===== config.mk =====
export PLATFORM = sky130hd
export DESIGN_NAME = modem_line_unit
export DESIGN_NICKNAME = d
export VERILOG_FILES = /design/src/rtl/mlu_pkg.sv /design/src/rtl/mlu_sync.sv /design/src/rtl/mlu_drive.sv /design/src/rtl/mlu_delta.sv /design/src/rtl/modem_line_unit.sv
export SDC_FILE = /design/constraint.sdc
export NUM_CORES = 1
export LEC_CHECK = 0
export ABC_AREA = 1
export CELL_PAD_IN_SITES_DETAIL_PLACEMENT = 1
export CELL_PAD_IN_SITES_GLOBAL_PLACEMENT = 1
export CORE_ASPECT_RATIO = 1.4
export CORE_MARGIN = 2
export CORE_UTILIZATION = 30
export CTS_CLUSTER_DIAMETER = 200
export DETAILED_ROUTE_END_ITERATION = 8
export DONT_BUFFER_PORTS = 1
export PLACE_DENSITY_LB_ADDON = 0.1
export SYNTH_ARGS = -nofsm -noshare
export SYNTH_HDL_FRONTEND = slang
export SYNTH_HIERARCHICAL = 1
export SYNTH_SLANG_ARGS = --single-unit

===== constraint.sdc =====
create_clock -name clk -period 1.4 [get_ports clk]
set_clock_uncertainty 0.2 [all_clocks]
set_input_delay 0.21 -clock clk [delete_from_list [all_inputs] [get_ports clk]]
set_output_delay 0.21 -clock clk [all_outputs]
set_load 0.01 [all_outputs]

===== src/rtl/mlu_pkg.sv =====
package mlu_pkg;
   localparam int CTL_W   = 6;
   localparam int LN      = 4;
   localparam int STAT_W  = 2 * LN;

   // control bit positions (decoded by the register file)
   localparam int CB_DTR  = 0;
   localparam int CB_RTS  = 1;
   localparam int CB_OUT1 = 2;
   localparam int CB_OUT2 = 3;
   localparam int CB_LOOP = 4;
   localparam int CB_AFC  = 5;

   // status line order (levels at LN+idx, flags at idx)
   localparam int IDX_CTS = 0;
   localparam int IDX_DSR = 1;
   localparam int IDX_RI  = 2;
   localparam int IDX_DCD = 3;

   // output drive order
   localparam int DRV_DTR  = 0;
   localparam int DRV_RTS  = 1;
   localparam int DRV_OUT1 = 2;
   localparam int DRV_OUT2 = 3;

   typedef logic [LN-1:0] line_vec_t;
endpackage


===== src/rtl/mlu_sync.sv =====
module mlu_sync #(
   parameter int              W       = 4,
   parameter int              STAGES  = 2,
   parameter logic [W-1:0]    RST_VAL = '1
) (
   input  logic         clk,
   input  logic         rst_n,
   input  logic [W-1:0] d,
   output logic [W-1:0] q
);
   logic [W-1:0] stg [STAGES];

   for (genvar s = 0; s < STAGES; s++) begin : g_stage
      if (s == 0) begin : g_first
         always_ff @(posedge clk or negedge rst_n) begin
            if (!rst_n) stg[s] <= RST_VAL;
            else        stg[s] <= d;
         end
      end else begin : g_next
         always_ff @(posedge clk or negedge rst_n) begin
            if (!rst_n) stg[s] <= RST_VAL;
            else        stg[s] <= stg[s-1];
         end
      end
   end

   assign q = stg[STAGES-1];
endmodule


===== src/rtl/mlu_drive.sv =====
module mlu_drive
   import mlu_pkg::*;
(
   input  logic             clk,
   input  logic             rst_n,
   input  logic [CTL_W-1:0] ctl,
   input  logic             rx_near_full,
   output logic [LN-1:0]    drv_n,
   output line_vec_t        loop_src
);
   logic          rts_eff;
   logic [LN-1:0] want;

   // flow control withdraws request-to-send while the FIFO is nearly full
   assign rts_eff = ctl[CB_RTS] & ~(ctl[CB_AFC] & rx_near_full);

   always_comb begin
      want           = '0;
      want[DRV_DTR]  = ctl[CB_DTR];
      want[DRV_RTS]  = rts_eff;
      want[DRV_OUT1] = ctl[CB_OUT1];
      want[DRV_OUT2] = ctl[CB_OUT2];
   end

   always_ff @(posedge clk or negedge rst_n) begin
      if (!rst_n)             drv_n <= '1;
      else if (ctl[CB_LOOP])  drv_n <= '1;
      else                    drv_n <= ~want;
   end

   always_comb begin
      loop_src          = '0;
      loop_src[IDX_CTS] = rts_eff;
      loop_src[IDX_DSR] = ctl[CB_DTR];
      loop_src[IDX_RI]  = ctl[CB_OUT1];
      loop_src[IDX_DCD] = ctl[CB_OUT2];
   end
endmodule


===== src/rtl/mlu_delta.sv =====
module mlu_delta
   import mlu_pkg::*;
#(
   parameter bit RI_TRAIL_ONLY = 1'b1
) (
   input  logic      clk,
   input  logic      rst_n,
   input  line_vec_t cur,
   input  logic      clr,
   output line_vec_t lines_q,
   output line_vec_t delta_q
);
   line_vec_t chg;

   for (genvar b = 0; b < LN; b++) begin : g_edge
      if (RI_TRAIL_ONLY && b == IDX_RI) begin : g_trail
         assign chg[b] = lines_q[b] & ~cur[b];
      end else begin : g_any
         assign chg[b] = lines_q[b] ^ cur[b];
      end
   end

   always_ff @(posedge clk or negedge rst_n) begin
      if (!rst_n) begin
         lines_q <= '0;
         delta_q <= '0;
      end else begin
         lines_q <= cur;
         // a new event wins over a clear on the same edge
         delta_q <= (clr ? '0 : delta_q) | chg;
      end
   end
endmodule


===== src/rtl/modem_line_unit.sv =====
module modem_line_unit
   import mlu_pkg::*;
#(
   parameter int SYNC_STAGES   = 2,
   parameter bit RI_TRAIL_ONLY = 1'b1
) (
   input  logic             clk,
   input  logic             rst_n,
   input  logic [CTL_W-1:0] ctl_bits,
   input  logic             stat_rd,
   output logic [STAT_W-1:0] stat_byte,
   input  logic             cts_in_n,
   input  logic             dsr_in_n,
   input  logic             ri_in_n,
   input  logic             dcd_in_n,
   output logic             dtr_out_n,
   output logic             rts_out_n,
   output logic             out1_out_n,
   output logic             out2_out_n,
   input  logic             rx_near_full,
   output logic             tx_permit,
   output logic             irq_modem
);
   if (SYNC_STAGES < 2) begin : g_bad_sync
      $error("modem_line_unit: SYNC_STAGES must be at least 2");
   end

   line_vec_t     pins_n, pins_sync_n, loop_src, cur, lines_q, delta_q;
   logic [LN-1:0] drv_n;

   always_comb begin
      pins_n          = '1;
      pins_n[IDX_CTS] = cts_in_n;
      pins_n[IDX_DSR] = dsr_in_n;
      pins_n[IDX_RI]  = ri_in_n;
      pins_n[IDX_DCD] = dcd_in_n;
   end

   mlu_sync #(.W(LN), .STAGES(SYNC_STAGES), .RST_VAL('1)) i_sync (
      .clk (clk),
      .rst_n (rst_n),
      .d (pins_n),
      .q (pins_sync_n)
   );

   mlu_drive i_drive (
      .clk (clk),
      .rst_n (rst_n),
      .ctl (ctl_bits),
      .rx_near_full (rx_near_full),
      .drv_n (drv_n),
      .loop_src (loop_src)
   );

   assign cur = ctl_bits[CB_LOOP] ? loop_src : ~pins_sync_n;

   mlu_delta #(.RI_TRAIL_ONLY(RI_TRAIL_ONLY)) i_delta (
      .clk (clk),
      .rst_n (rst_n),
      .cur (cur),
      .clr (stat_rd),
      .lines_q (lines_q),
      .delta_q (delta_q)
   );

   assign stat_byte  = {lines_q, delta_q};
   assign irq_modem  = |delta_q;
   assign tx_permit  = ~ctl_bits[CB_AFC] | lines_q[IDX_CTS];
   assign dtr_out_n  = drv_n[DRV_DTR];
   assign rts_out_n  = drv_n[DRV_RTS];
   assign out1_out_n = drv_n[DRV_OUT1];
   assign out2_out_n = drv_n[DRV_OUT2];
endmodule


== Word level (Yosys, flattened, before mapping) ==
Cells that the tools add are included.

* Bits in registers: 20
* Output and inout port bits: 14
* Word-level logic and storage cells: 22

* Multiplexer cells: 3
* Bitwise gates (word level): 13
* Reductions and logical operators: 1

{| class="wikitable"
|+ Operators with widths
! operator !! number
|-
| $mux W4 || 3
|-
| $not A4 Y4 || 2
|-
| $or A4 B4 Y4 || 1
|-
| $reduce_or A4 Y1 || 1
|-
| $and A1 B1 Y1 || 3
|-
| $not A1 Y1 || 3
|-
| $xor A1 B1 Y1 || 3
|-
| $or A1 B1 Y1 || 1
|}

== Depth between registers and ports, before layout ==
Gate-level depths: netlist of the first run.

* Depth in word-level cells: 7
* Depth in mapped cells: 8
* Mapped depth without buffers: 7

== Hierarchy ==
The synthesis of the first run kept the hierarchy.

{| class="wikitable"
|+ Modules (own cells, without submodules)
! module !! times used !! cells an instance !! area each (um^2) !! sequential area each (um^2)
|-
| mlu_delta || 1 || 30 || 291.5 || 200.2
|-
| mlu_sync || 1 || 12 || 240.2 || 210.2
|-
| mlu_drive || 1 || 16 || 171.4 || 105.1
|-
| modem_line_unit || 1 || 13 || 53.8 || 0.0
|}

== Least setup slack after synthesis of the first run ==
OpenSTA, ideal clock, no wires.

* Kind: reg-to-reg
* Start point: register i_sync.stg, in the netlist i_sync/q[1]
* End point: register i_delta.delta_q[1]
* Arrival time: 0.854 ns
* Data required time: 1.076 ns
* Setup slack: 0.222 ns
* Stages on the path, launching flop included: 6
* Path buffers: 1
* Cell sequence: dfstp_2 > buf_4 > o21ai_0 > inv_1 > nand2_1 > nand3_1

* Cells in the longest elaborated chain, start to end: 4

{| class="wikitable"
|+ RTL lines
! item !! RTL line !! RTL
|-
| start: declaration || mlu_sync.sv:11 || <nowiki>logic [W-1:0] stg [STAGES];</nowiki>
|-
| start signal: indexed assignment || mlu_sync.sv:22 || <nowiki>else stg[s] <= stg[s-1];</nowiki>
|-
| $not A4 Y4 || modem_line_unit.sv:55 || <nowiki>assign cur = ctl_bits[CB_LOOP] ? loop_src : ~pins_sync_n;</nowiki>
|-
| $mux W4 || modem_line_unit.sv:55 ||
|-
| net cur[1] || modem_line_unit.sv:28 || <nowiki>line_vec_t pins_n, pins_sync_n, loop_src, cur, lines_q, delta_q;</nowiki>
|-
| $xor A1 B1 Y1 || mlu_delta.sv:19 || <nowiki>assign chg[b] = lines_q[b] ^ cur[b];</nowiki>
|-
| $or A4 B4 Y4 || mlu_delta.sv:30 || <nowiki>delta_q <= (clr ? '0 : delta_q) | chg;</nowiki>
|-
| end signal: assignment || mlu_delta.sv:30 ||
|-
| end: declaration || mlu_delta.sv:11 || <nowiki>output line_vec_t delta_q</nowiki>
|}

The timed path passes the listed nets, and every way through them passes these cells.

== Worst setup path after layout of the first run ==
* Start point: register i_delta.delta_q[2]
* End point: output irq_modem

* Cells in the longest elaborated chain, start to end: 1

{| class="wikitable"
|+ RTL lines
! item !! RTL line !! RTL
|-
| $reduce_or A4 Y1 || modem_line_unit.sv:67 || <nowiki>assign irq_modem = |delta_q;</nowiki>
|-
| end: declaration || modem_line_unit.sv:22 || <nowiki>output logic irq_modem</nowiki>
|}

No other way between the ends.

==> reports/metrics.yaml, run 1 <==
status: "finished with violations"
violations: "negative hold slack"
io_pins: 28
slew_headroom_pct: 40.3
max-vdd-ir-drop_uv: 467
yosysUniqueCellTypes: 11
post_cts_buffers: 0
die_h_um: 63.4
worstSetupPathType: "flop to primary output"
power_density_nw_per_um2: 1140
htreeDepth: 1
grt_usage_pct: 10.8
io_buffers: 0
period_share_pct: 98.4
yosysSeqAreaShare_pct: 68.1
hold_class: "input port to flop"
cpPeakStageDelay_ns: 0.44
ys_warn_count: 6
synthTopCellsByArea: "dfstp_2 42%, dfrtp_1 26%, nand2_1 9.9%"
crit_chain: "nor2_1 -> nand2_1"
die_w_um: 46.5
die_area_um2: 2950
drc_errors: 0
synth_fp_nets: 85
worst_pin_slew_ns: 0.896
fin_setup_tns_ns: 0
power_leakage_uw: 0.000412
slowest_stage: "dfrtp_1"
grt_setup_unrepaired: "yes"
clockBufferDepth: 2
cp-endpoint: "irq_modem"
period_minus_slack_ns: 1.38
grt_pass1_vias: 529
ff2ff_path_depth: 4
ff2ff_setup_slack_ns: 0.24
synthFlopType: "dfstp_2"
cap_violations: 0
core-area_um2: 2390
synthArstFlopShare_pct: 100
num_vias: 465
grt_pass1_wl_um: 2210
nets: 96
numClockSinks: 20
grt_max_degree: 21
timing.rr.end: "i_delta/delta_q[0]"
ys_ff_latch: 20
netlist_top_cells_count: "20 x nand2_1, 12 x dfstp_2, 10 x inv_1"
r2r-start: "i_sync/q[0]"
finalSetupViolations: 0
cp-end-kind: "primary output"
power_uw: 1030
nFillCells: 270
drtIter0Drc: 5
syn_inst: 71
grt_overflow: 0
synth_area_um2: 757
start_kind: "flop"
synth_edf_count: 0
drt_wl_total_um: 1290
cts_buffers: 3
start_util_pct: 31.7
insertion_delay_ns: 0.29
avgViaCountPerCell: 4.08
syn_avg_cell_area_um2: 10.7
synth.most_common_cell: "nand2_1"
worstSetupStartpoint: "i_delta/delta_q[2]"
cts_tree: "done"
root_buffer: "clkbuf_4"
crit_required_ns: 0.99
drive_gt1_share_pct: 22.5
antenna_found_initial: 0
drv_slew: 0
gp_congestion: 0.660
postCtsHoldBufs: 14
fmax_mhz: 726
n_antenna_cell: 0
finalHoldViolCount: 13
arrival_ns: 0.97
regArea_um2: 515
multiInputGateArea_um2: 140
wire_per_inst_um: 11.3
area_delta_synth_final_pct: 19.5
holdWs_ns: -0.113
ant_nets: 0
clk_pin_slew_ns: 0.11
synth_area_leader_cell: "dfstp_2"
crit_fanout: 3
dp_hpwl_um: 909
final_util_pct: 37.8
drt-pass1-iter-count: 2
synth_top_cell_area_share_pct: 41.7
rows: 21
registers in the layout, indices dropped and copies added, names as in the netlist:
signal	flops
i_sync/stg	4
i_drive/drv_n	4
i_sync/q	4
i_delta/lines_q	4
i_delta/delta_q	4
timing repair:
action	in CTS	in global routing
pin swaps	1	0
gates resized for setup	0	1
setup endpoints to repair	1	9
hold endpoints to repair	36	13
gates cloned	0	0
cells in the final DEF (no fill, tap or decap):
cell | netlist | layout
dfrtp_1 | 8 | 8
dlymetal6s4s_1 | 0 | 1
o21ai_2 | 1 | 1
a21oi_2 | 1 | 1
o21ai_0 | 4 | 4
clkbuf_4 | 0 | 3
dlygate4sd3_1 | 0 | 13
inv_1 | 10 | 10
nand3_1 | 4 | 4
dfstp_2 | 12 | 12
nand2_1 | 20 | 20
nor2_1 | 2 | 2
inv_2 | 1 | 1
layer usage:
| metal | up-vias | wire (µm) | GRT usage [%] |
|---|---|---|---|
| met3 | 2 | 70 | 2.01 |
| li1 | 223 | - | - |
| met1 | 224 | 535 | 12.7 |
| met4 | 0 | 17 | 7.50 |
| met2 | 16 | 662 | 16.8 |
| met5 | - | 0 | 0 |
layout make-up:
class | instances | area share, %
Clock buffer | 3 | 2.49
Inverter | 11 | 4.56
Multi-Input combinational cell | 32 | 15.5
Sequential cell | 20 | 57.0
Tap cell | 34 | 4.70
Timing Repair Buffer | 14 | 15.8
logic make-up after synthesis:
| logic type | synth area share, % |
|---|---|
| flops | 68.1 |
| compound gates | 4.96 |
| simple gates | 13.6 |
| buf+inv | 13.4 |
through the flow:
| stage | instance area [µm²] | cells | setup WS (ns) |
|---|---|---|---|
| 6_report | 905 | 114 | 0.0223 |
| 3_3_place_gp | 739 | 97 | 0.279 |
| 5_1_grt | 905 | 114 | -0.0479 |
| 4_1_cts | 902 | 114 | 0.00138 |
| 3_5_place_dp | 739 | 97 | 0.236 |
| 2_1_floorplan | 757 | 71 | 0.222 |
how the worst min path moves through the flow:
stage | end | from | depth (start not counted) | slack (ns)
after global routing | i_delta/lines_q[2] | ctl_bits[4] | 1 | -0.12
after CTS | i_delta/lines_q[1] | ctl_bits[4] | 1 | -0.12
final | i_delta/lines_q[3] | ctl_bits[4] | 1 | -0.11
after detailed placement | i_delta/delta_q[3] | rst_n | 0 | -0.29
after global placement | i_delta/delta_q[3] | rst_n | 0 | -0.29
after floorplan | i_delta/delta_q[0] | rst_n | 0 | -0.29
power by group:
| group | switching [µW] | total [µW] | internal (µW) |
|---|---|---|---|
| sequential | 41.7 | 675 | 633 |
| combinational | 50.5 | 98.3 | 47.8 |
| clock | 157 | 257 | 99.9 |
| total | 249 | 1030 | 781 |
critical path, delay by kind of cell (launching register included):
family,cells,cell delay (ns)
flip-flops,1,0.44
AND/OR/NAND/NOR,2,0.23
(Power assumes the default switching activity.)
==> run 2: changes to the inputs <==
ABC_AREA = default   (was 1)
HOLD_SLACK_MARGIN = 0.08   (was default)
SYNTH_HIERARCHICAL = default   (was 1)
==> run 2 against run 1 <==
Area after synthesis fell by 5.0%. Critical path type unchanged. Sequential power decreased by 2%. Critical endpoint unchanged. The run ends with negative hold slack, negative setup slack left. Largest power group unchanged. Non-clock buffer count increased by 7. Worst setup slack worse by 0.27 ns. Core utilization grew 4.6 points. Design area is 9.7% higher. Critical path depth decreased by 1. Sequential share of layout area decreased by 4.9 points. Combinational power up 62%. Clock-buffer cell count rose by 1.
==> reports/metrics.yaml, run 2 <==
clk_pin_slew_ns: 0.10  # about the same
dp_hpwl_um: 904  # -0.51%
crit_fanout: 2  # -1
synth_edf_count: 0  # unchanged
ys_warn_count: 0  # -6
io_pins: 28  # unchanged
cp-end-kind: "primary output"
hold_class: "input port to asynchronous set/reset pin"
synthFlopType: "dfstp_2"
drive_gt1_share_pct: 35.5  # +13 points
critPathBufInv: 0  # unchanged
yosysSeqAreaShare_pct: 71.7  # +3.6 points
synth.most_common_cell: "dfstp_2"
worstSetupStartpoint: "i_delta.delta_q[1]"
drc_errors: 0  # unchanged
worst_pin_slew_ns: 0.881  # -0.0143 ns
antenna_found_initial: 0  # unchanged
avgViaCountPerCell: 4.99  # +22%
path_depth: 1  # -1
status: "finished with violations"
cts_buffers: 3  # unchanged
crit_chain: "or4_4"
synth_area_leader_cell: "dfstp_2"
arrival_ns: 1.24  # +0.27 ns
syn_inst: 52  # -27%
grt_pass1_vias: 502  # -5.1%
drv_slew: 0  # unchanged
drtIter0Drc: 7  # +2
final_area_um2: 992  # +9.7%
num_vias: 494  # +6.2%
worstSetupPathType: "flop to primary output"
n_antenna_cell: 0  # unchanged
start_kind: "flop"
critical_path.top_delay_family: "simple AND/OR/NAND/NOR gates"
postCtsHoldBufs: 16  # +2
period_minus_slack_ns: 1.65  # +0.273 ns
final_common_cell: "dlygate4sd3_1"
slowest_stage: "or4_4"
grt_usage_pct: 11.4  # +0.55 points
ant_nets: 0  # unchanged
synthArstFlopShare_pct: 100  # unchanged
grt_pass1_wl_um: 2270  # +2.5%
synth_top_family_by_area: "simple AND/OR/NAND/NOR gates"
synth_top_cell_area_share_pct: 43.8  # +2.2 points
grt_overflow: 0  # unchanged
rows: 21  # unchanged
mostFrequentLayoutCells: "14 x dlygate4sd3_1, 12 x dfstp_2, 7 x nand2_1, 7 x dfrtp_1"
synth_simple_gate_area_share_pct: 15.0  # +1.4 points
fmax_mhz: 606  # -17%
holdWs_ns: -0.104  # +0.00899 ns
grt_setup_unrepaired: "yes"
synth-adder-area-share_pct: 0  # unchanged
cp-endpoint: "irq_modem"
cap_violations: 0  # unchanged
wire_per_inst_um: 13.7  # +22%
drt-pass1-iter-count: 4  # +2
htreeDepth: 1  # unchanged
place_area_um2: 767  # +3.7%
max-vdd-ir-drop_uv: 527  # +13%
ys_ff_latch: 20  # unchanged
netlist_top_cells_count: "12 x dfstp_2, 8 x dfrtp_1, 7 x nand2_1"
numClockSinks: 20  # unchanged
syn_avg_cell_area_um2: 13.8  # +30%
root_buffer: "clkbuf_4"
clockBufferDepth: 2  # unchanged
nets: 91  # -5.2%
pre_cts_slack_ns: 0.0492  # -0.187 ns
drt_wl_total_um: 1360  # +5.6%
violations: "negative hold slack, negative setup slack"
r2r-start: "i_sync.q[0]"
insertion_delay_ns: 0.29  # about the same
power_density_nw_per_um2: 1150  # +1.3%
final_util_pct: 42.4  # +4.6 points
finalHoldViolCount: 8  # -5
start_util_pct: 30.8  # -0.89 points
synth_area_um2: 719  # -5.0%
power_leakage_uw: 0.000444  # +7.8%
setup_slack_ns: -0.251  # -0.273 ns
gp_congestion: 0.681  # +3.1%
nFillCells: 264  # -2.2%
power_uw: 1150  # +11%
cts_tree: "done"
ff2ff_setup_slack_ns: 0.18  # -0.06 ns
synthMuxAreaShare_pct: 2.78  # +2.8 points
grt_max_degree: 21  # unchanged
area_delta_synth_final_pct: 37.9
crit_required_ns: 0.99  # about the same
period_share_pct: 118  # +19 points
yosysUniqueCellTypes: 18  # +7
timing.rr.end: "i_delta.delta_q[0]"
die_w_um: 45.4  # -2.3%
core-area_um2: 2340  # -2.2%
ff2ff_path_depth: 3  # -1
synth_fp_nets: 66  # -22%
slew_headroom_pct: 41.2  # +0.95 points
io_buffers: 0  # unchanged
synthTopCellsByArea: "dfstp_2 44%, dfrtp_1 28%, nand2_1 3.7%"
finalSetupViolations: 1  # +1
synth_compound_area_share_pct: 7.48  # +2.5 points
die_h_um: 61.9  # -2.4%
die_area_um2: 2810  # -4.6%
synthXorXnorAreaFrac_pct: 0  # unchanged
cpPeakStageDelay_ns: 0.55  # +0.11 ns
run 2: logic make-up after synthesis:
family | count (synthesis)
compound gates | 6
flops | 20
mux | 2
buf+inv | 4
simple gates | 20
run 2: worst min-delay path by stage:
stage,startpoint,to,slack [ns],depth (start not counted)
finish,rst_n,i_delta.lines_q[2],-0.10,1
global route,rst_n,i_delta.delta_q[0],-0.07,1
CTS,i_sync.stg[6],i_sync.q[2],0.16,0
detailed placement,rst_n,i_delta.lines_q[2],-0.29,0
global placement,rst_n,i_delta.lines_q[2],-0.29,0
floorplan,rst_n,i_delta.delta_q[0],-0.29,0
run 2: power by group:
group          internal, µW  switching (µW)
clock network           158             165
registers               634            29.1
logic                  89.1            69.8
total                   881             264
run 2: repair_timing:
action                                 CTS  global route
setup endpoints to repair                1             4
buffers inserted                         0             1
gates resized for setup                  1             5
endpoints found under the hold margin   36             8
run 2: stage by stage:
step	TNS (ns)	instances
2_1_floorplan	0	52
4_1_cts	-0.269	98
5_1_grt	-0.288	99
3_5_place_dp	0	78
3_3_place_gp	0	78
6_report	-0.251	99
run 2: cell type report:
cell class / count / area [µm²] / share of cell area, %
Inverter: 3 / 11.3 / 1.13
Multi-Input combinational cell: 28 / 193 / 19.4
Clock buffer: 4 / 36.3 / 3.66
Timing Repair Buffer: 21 / 206 / 20.8
Tap cell: 23 / 28.8 / 2.90
Sequential cell: 20 / 517 / 52.1
run 2: worst register-to-register path, cell delays in order (launching register included):
cell and delay [ns]:
dfstp_2 0.54, nor2_2 0.03, a31o_4 0.22, mux2i_1 0.11
run 2: routing by layer:
layer	global-route usage, %	routed length, µm
met4	5.04	8
met2	17.7	654
met1	14.8	589
met5	0	0
met3	2.89	106
